## src/rtl/rx_err_pkg.sv

```systemverilog
package rx_err_pkg;
  localparam int unsigned ERR_W    = 8;
  localparam int unsigned B_PAR    = 0;
  localparam int unsigned B_BIP    = 1;
  localparam int unsigned B_CONF   = 2;
  localparam int unsigned B_VAL    = 3;
  localparam int unsigned B_UNLK   = 4;
  localparam int unsigned B_CSCRC  = 5;
  localparam int unsigned B_QCRC   = 6;
  localparam int unsigned B_RSV    = 7;
  localparam logic [ERR_W-1:0] RSV_MASK = ERR_W'(1) << B_RSV;
  localparam logic [ERR_W-1:0] CRC_MASK = (ERR_W'(1) << B_CSCRC) | (ERR_W'(1) << B_QCRC);
endpackage

```

## src/rtl/rx_err_mask.sv

```systemverilog
module rx_err_mask #(
  parameter int unsigned W = 8,
  parameter logic [W-1:0] RSV = '0
) (
  input  logic         clk_i,
  input  logic         rst_ni,
  input  logic         we_i,
  input  logic [W-1:0] wdata_i,
  output logic [W-1:0] mask_o
);
  logic [W-1:0] mask_q;

  always_ff @(posedge clk_i or negedge rst_ni) begin
    if (!rst_ni)   mask_q <= '0;
    else if (we_i) mask_q <= wdata_i & ~RSV;
  end

  assign mask_o = mask_q;


  mask_hold_chk: assert property (@(posedge clk_i) disable iff (!rst_ni)
    !we_i |=> $stable(mask_o));

  mask_rsv_chk: assert property (@(posedge clk_i) disable iff (!rst_ni)
    (mask_o & RSV) == '0);
endmodule

```

## src/rtl/rx_err_latch.sv

```systemverilog
module rx_err_latch #(
  parameter int unsigned W = 8,
  parameter logic [W-1:0] RSV = '0
) (
  input  logic         clk_i,
  input  logic         rst_ni,
  input  logic [W-1:0] set_i,
  input  logic         rd_i,
  output logic [W-1:0] err_o
);
  logic [W-1:0] err_q;

  for (genvar g = 0; g < W; g++) begin : g_bit
    if (RSV[g]) begin : g_rsv
      assign err_q[g] = 1'b0;
    end else begin : g_live
      // set wins over read-clear in the same cycle
      always_ff @(posedge clk_i or negedge rst_ni) begin
        if (!rst_ni) err_q[g] <= 1'b0;
        else         err_q[g] <= set_i[g] | (err_q[g] & ~rd_i);
      end
    end
  end

  assign err_o = err_q;


  err_sticky_chk: assert property (@(posedge clk_i) disable iff (!rst_ni)
    !rd_i |=> ((err_o & $past(err_o)) == $past(err_o)));

  err_set_chk: assert property (@(posedge clk_i) disable iff (!rst_ni)
    (set_i & ~RSV) != '0 |=> (err_o & $past(set_i & ~RSV)) == $past(set_i & ~RSV));
endmodule

```

## src/rtl/rx_err_inv.sv

```systemverilog
module rx_err_inv #(
  parameter int unsigned W = 8,
  parameter logic [W-1:0] SKIP = '0
) (
  input  logic         clk_i,
  input  logic         rst_ni,
  input  logic [W-1:0] ev_i,
  input  logic         stb_i,
  output logic         inv_o
);
  logic [W-1:0] hit;
  logic [W-1:0] pend_q;
  logic         inv_q;

  assign hit = ev_i & ~SKIP;

  always_ff @(posedge clk_i or negedge rst_ni) begin
    if (!rst_ni) begin
      pend_q <= '0;
      inv_q  <= 1'b0;
    end else if (stb_i) begin
      pend_q <= '0;
      inv_q  <= |(pend_q | hit);
    end else begin
      pend_q <= pend_q | hit;
      inv_q  <= 1'b0;
    end
  end

  assign inv_o = inv_q;


  inv_after_stb_chk: assert property (@(posedge clk_i) disable iff (!rst_ni)
    inv_o |-> $past(stb_i));

  inv_skip_chk: assert property (@(posedge clk_i) disable iff (!rst_ni)
    (stb_i && pend_q == '0 && (ev_i & ~SKIP) == '0) |=> !inv_o);
endmodule

```

## src/rtl/rx_err_agg.sv

```systemverilog
module rx_err_agg
  import rx_err_pkg::*;
(
  input  logic             clk_i,
  input  logic             rst_ni,
  input  logic             mask_we_i,
  input  logic [ERR_W-1:0] mask_wdata_i,
  output logic [ERR_W-1:0] mask_rdata_o,
  input  logic [ERR_W-1:0] err_ev_i,
  input  logic             err_re_i,
  output logic [ERR_W-1:0] err_rdata_o,
  output logic             rx_err_o,
  output logic             err_irq_o,
  input  logic             sample_stb_i,
  output logic             sample_inv_o
);
  logic [ERR_W-1:0] mask;
  logic [ERR_W-1:0] en_ev;
  logic [ERR_W-1:0] err_q;
  logic             rx_err_q;

  rx_err_mask #(.W(ERR_W), .RSV(RSV_MASK)) u_mask (
    .clk_i, .rst_ni, .we_i(mask_we_i), .wdata_i(mask_wdata_i), .mask_o(mask)
  );

  // mask high enables a source
  assign en_ev = err_ev_i & mask;

  rx_err_latch #(.W(ERR_W), .RSV(RSV_MASK)) u_latch (
    .clk_i, .rst_ni, .set_i(en_ev), .rd_i(err_re_i), .err_o(err_q)
  );

  rx_err_inv #(.W(ERR_W), .SKIP(CRC_MASK | RSV_MASK)) u_inv (
    .clk_i, .rst_ni, .ev_i(en_ev), .stb_i(sample_stb_i), .inv_o(sample_inv_o)
  );

  always_ff @(posedge clk_i or negedge rst_ni) begin
    if (!rst_ni) rx_err_q <= 1'b0;
    else         rx_err_q <= |en_ev;
  end

  assign mask_rdata_o = mask;
  assign err_rdata_o  = err_q;
  assign rx_err_o     = rx_err_q;
  assign err_irq_o    = |err_q;


  masked_quiet_chk: assert property (@(posedge clk_i) disable iff (!rst_ni)
    (err_ev_i & mask_rdata_o) == '0 |=> !rx_err_o);

  irq_track_chk: assert property (@(posedge clk_i) disable iff (!rst_ni)
    err_irq_o == (err_rdata_o != '0));

  rx_err_on_chk: assert property (@(posedge clk_i) disable iff (!rst_ni)
    (err_ev_i & mask_rdata_o) != '0 |=> rx_err_o);
endmodule

```

## config.mk

```make
export PLATFORM = sky130hd
export DESIGN_NAME = rx_err_agg
export DESIGN_NICKNAME = d
export VERILOG_FILES = /design/src/rtl/rx_err_pkg.sv /design/src/rtl/rx_err_mask.sv /design/src/rtl/rx_err_latch.sv /design/src/rtl/rx_err_inv.sv /design/src/rtl/rx_err_agg.sv
export SDC_FILE = /design/constraint.sdc
export NUM_CORES = 1
export LEC_CHECK = 0
export BUFFER_PORTS_ARGS = -buffer_cell sky130_fd_sc_hd__buf_4
export CORE_MARGIN = 2
export CORE_UTILIZATION = 35
export DETAILED_ROUTE_END_ITERATION = 10
export GPL_TIMING_DRIVEN = 0
export PLACE_DENSITY = 0.69
export SETUP_SLACK_MARGIN = 0.05
export SLEW_MARGIN = 20
export SYNTH_ARGS = -nofsm -noshare
export SYNTH_HDL_FRONTEND = slang
export SYNTH_SLANG_ARGS = --single-unit
```

## constraint.sdc

```tcl
create_clock -name clk_i -period 1.9 [get_ports clk_i]
set_input_delay 0.285 -clock clk_i [delete_from_list [all_inputs] [get_ports clk_i]]
set_output_delay 0.285 -clock clk_i [all_outputs]
set_load 0.05 [all_outputs]
```

# After elaboration in Yosys (flattened, before gate mapping)
# Cells that the tools add are included.
# classes
muxes,2
bitwise,17
reduce_logical,3
# op_table
cell,n
OR reduction 8 bit,2
AND 8 x 7 -> 8 bit,1
two-way mux 8 bit,1
OR 8 x 5 -> 8 bit,1
AND 1 bit,7
OR 1 bit,7
OR reduction 7 bit,1
two-way mux 1 bit,1
inverter 1 bit,1
# word_totals
reg_bits,24
input_bits,21
output_inout_bits,19
elab_cells,33

# Depth between registers and ports, before layout
# logic_depth
word_depth,4
ltp_mapped,3
mapped_depth_nobuf,3

# Cells and area by module
# Synthesis repeated with hierarchy kept, for this count alone.
# hier_totals
hier_cells,68
hier_area_um2,873.3
# modules_own_cells
mod,instances,cells_per_inst,area_each_um2,seq_area_each_um2
rx_err_mask,1,17,302.8,175.2
rx_err_latch,1,17,242.7,175.2
rx_err_inv,1,19,212.7,150.1
rx_err_agg,1,15,115.1,25.0

# Worst setup path before layout
# OpenSTA, ideal clock, no wires.
# synth_path
path_kind,flip-flop to output port
startpoint,"reg u_latch.err_q[2], in the netlist u_latch.err_o[2]"
endpoint,out err_irq_o
arrival_ns,1.387
t_required_ns,1.615
setup_slack_ns,0.228
stages_incl_launch_ff,3
path_cell_list,dfrtp_1 > nor4_1 > nand4_1
# synth_via
elab_chain_cells,1
# synth_lines
element,line_no,source
from (decl),rx_err_latch.sv:11,logic [W-1:0] err_q;
"from (signal, indexed assignment)",rx_err_latch.sv:20,else err_q[g] <= set_i[g] | (err_q[g] & ~rd_i);
OR reduction 7 bit,rx_err_agg.sv:45,assign err_irq_o = |err_q;
to (decl),rx_err_agg.sv:13,"output logic err_irq_o,"
# No other way between the ends.

# Final worst setup path
# Ends and elaborated chain as after synthesis.

==> results.ini <==
[status]
status=finished clean

[grt]
grt_pass1_vias=644
antenna_found_initial=0
grt_overflow=0
grt_max_degree=22
grt_pass1_wl_um=2815
grt_usage=0.1479

[synth]
synthAdderAreaFrac=0
yosysSeqAreaShare=0.6176
synthDistinctLibCells=17
synthXorXnorAreaFrac=0
synth-simple-area-share=0.1000
synth_seq_cells=21
synth-compound-area-share=0.09265
syn_area_per_cell_um2=11.98
ys_dominant_reg_cell=dfrtp_1
synthMuxAreaShare=0.1235
netlist_area_um2=850.8
synth.most_common_cell=dfrtp_1
synth_edf_count=0
synth_top_family_by_area=multiplexers
synth_top_area_frac=0.6176
yosysTopAreaCell=dfrtp_1
async_flop_share=1.000
ys_warn_count=0
synthTopCellsByArea=dfrtp_1 62%, mux2_4 12%, o21ai_0 4.1%
ys_top_cells_by_count=21 x dfrtp_1, 8 x nand2_1, 7 x inv_1, 7 x mux2_4, 7 x o21ai_0
syn_inst=71

[cts]
clock_latency_ns=0.30
cts_inserted_buffers=3
cts_sinks=21
ctsResizeCount=0
h-tree-depth=1
clk_root_buffer_cell=clkbuf_4
cts_tree=built
clk_pin_slew_ns=0.11
clk_path_buf_depth=2

[place]
placedCellCount=134
dp_hpwl_um=1349
portBuffers=34
gp_congestion=0.6896

[drt]
wl_um=1767
via_count=648
drc=0
drt-initial-drc-count=18
firstDrtPassIters=4
wl_per_cell_um=12.71
ant_nets=0
routed_via_density=4.662

[cells_and_area]
drive_gt1_frac=0.4505
nets=133
fillers=222
syn2layout_area_growth_pct=38.82
diodes=0
layoutNonFillerInstCount=139

[critical_path]
cp_slowest_cell=dfrtp_1
startpoint_type=register
worst-path-buf-inv=1
crit_chain=nor4_1 > nand4_1 > buf_4
cp_max_fo=3
cpLargestDelayFamily=simple AND/OR/NAND/NOR gates
cp.arrival_ns=1.36
critPathCaptureType=primary output
path_class=reg -> out
cp.required_ns=1.62
slowest_delay_ns=0.42

[power]
p_per_area_mw_per_mm2=906.0
leakage_nw=0.6061
ir_drop_v=0.0006228

[floorplanning]
core_area_mm2=0.002255
rows=17
num_io_pins=40
dieArea_mm2=0.002841
die_x_um=53.31
die_y_um=53.31
initial_core_util=0.3774

[sta]
fin_setup_tns_ns=0
rsz0062_at_grt=false
period_share=0.8669
setup_viol=0
max_freq_ghz=0.6071
fin_crit_ns=1.647
skew_ns=0.0009873
slew_violations=0
hold_viol=0

[job]
maxCapViolCount=0

[hold_path]
hold_class=in -> reg

-- worst paths after layout --
check                                        startpoint                           end  slack [ns]  cells past startpoint
setup / recovery             u_latch.err_o[2]$_DFF_PN0_                     err_irq_o        0.25                      3
hold / removal                             sample_stb_i     u_inv.pend_q[4]$_DFF_PN0_        0.17                      2
setup reg to reg           u_mask.mask_o[2]$_DFFE_PN0P_         u_inv.inv_o$_DFF_PN0_        0.91                      3
hold reg to reg               u_inv.pend_q[3]$_DFF_PN0_     u_inv.pend_q[3]$_DFF_PN0_        0.49                      2
max in group asynchronous                        rst_ni  u_mask.mask_o[1]$_DFFE_PN0P_        1.31                      2
min in group asynchronous                        rst_ni  u_mask.mask_o[5]$_DFFE_PN0P_        0.38                      2
-- metal layers --
layer	wire, um	track usage	vias up
met1	788	0.1676	310
met2	822	0.2305	24
met4	43	0.1026	0
met3	113	0.05085	5
met5	0	0	-
li1	-	-	309
-- repair_timing --
item / 4_1_cts / 5_1_grt
hold buffers: 1 / 0
endpoints found under the hold margin: 21 / 0
setup buffers: 0 / 0
-- cell families after synthesis --
group,after synthesis
buffers and inverters,10
multiplexers,7
other,1
AO/OA/AOI/OAI,13
AND/OR/NAND/NOR,19
flip-flops,21
-- layout make-up --
| type | count | area [um2] | share of cell area |
|---|---|---|---|
| Buffer | 3 | 26.28 | 0.02225 |
| Clock buffer | 4 | 26.28 | 0.02225 |
| Inverter | 7 | 26.28 | 0.02225 |
| Multi-Input combinational cell | 41 | 276.5 | 0.2341 |
| Sequential cell | 21 | 525.5 | 0.4449 |
| Tap cell | 28 | 35.03 | 0.02966 |
| Timing Repair Buffer | 35 | 265.3 | 0.2246 |
-- metrics by stage --
step                      setup slack (ns)    util  hold WS (ns)  total power, mW  cell area [um2]
after global routing                0.1091  0.5239        0.1553            1.131             1181
after detailed placement            0.5718  0.5078        0.1791           0.8693             1145
after floorplan                     0.2276       -      -0.01059           0.7475            854.6
after CTS                           0.2194  0.5239        0.1545            1.085             1181
final                               0.2528  0.5239        0.1698            1.070             1181
after global placement              0.5954  0.5078        0.1774           0.8645             1145
-- registers in the layout (all words and copies together) (netlist names) --
signal         cells
rx_err_o           1
u_inv.inv_o        1
u_inv.pend_q       5
u_latch.err_o      7
u_mask.mask_o      7
-- where the power goes --
group,switching (mW),leakage (nW),internal (mW)
clock,0.128,0.0150,0.0819
sequential,0.0330,0.255,0.492
combinational,0.215,0.337,0.121
total,0.376,0.606,0.694
-- layout by cell type (no fill, tap or decap), drive strengths merged --
| cell type | n |
|---|---|
| a21oi | 5 |
| and2 | 1 |
| and3 | 1 |
| buf | 37 |
| clkbuf | 4 |
| conb | 2 |
| dfrtp | 21 |
| dlygate4sd3 | 1 |
| inv | 7 |
| mux2 | 7 |
| nand2 | 8 |
| nand3 | 1 |
| nand4 | 2 |
| nor2 | 5 |
| nor4 | 1 |
| o21a | 1 |
| o21ai | 7 |
Power figures use the tool's default switching activity.
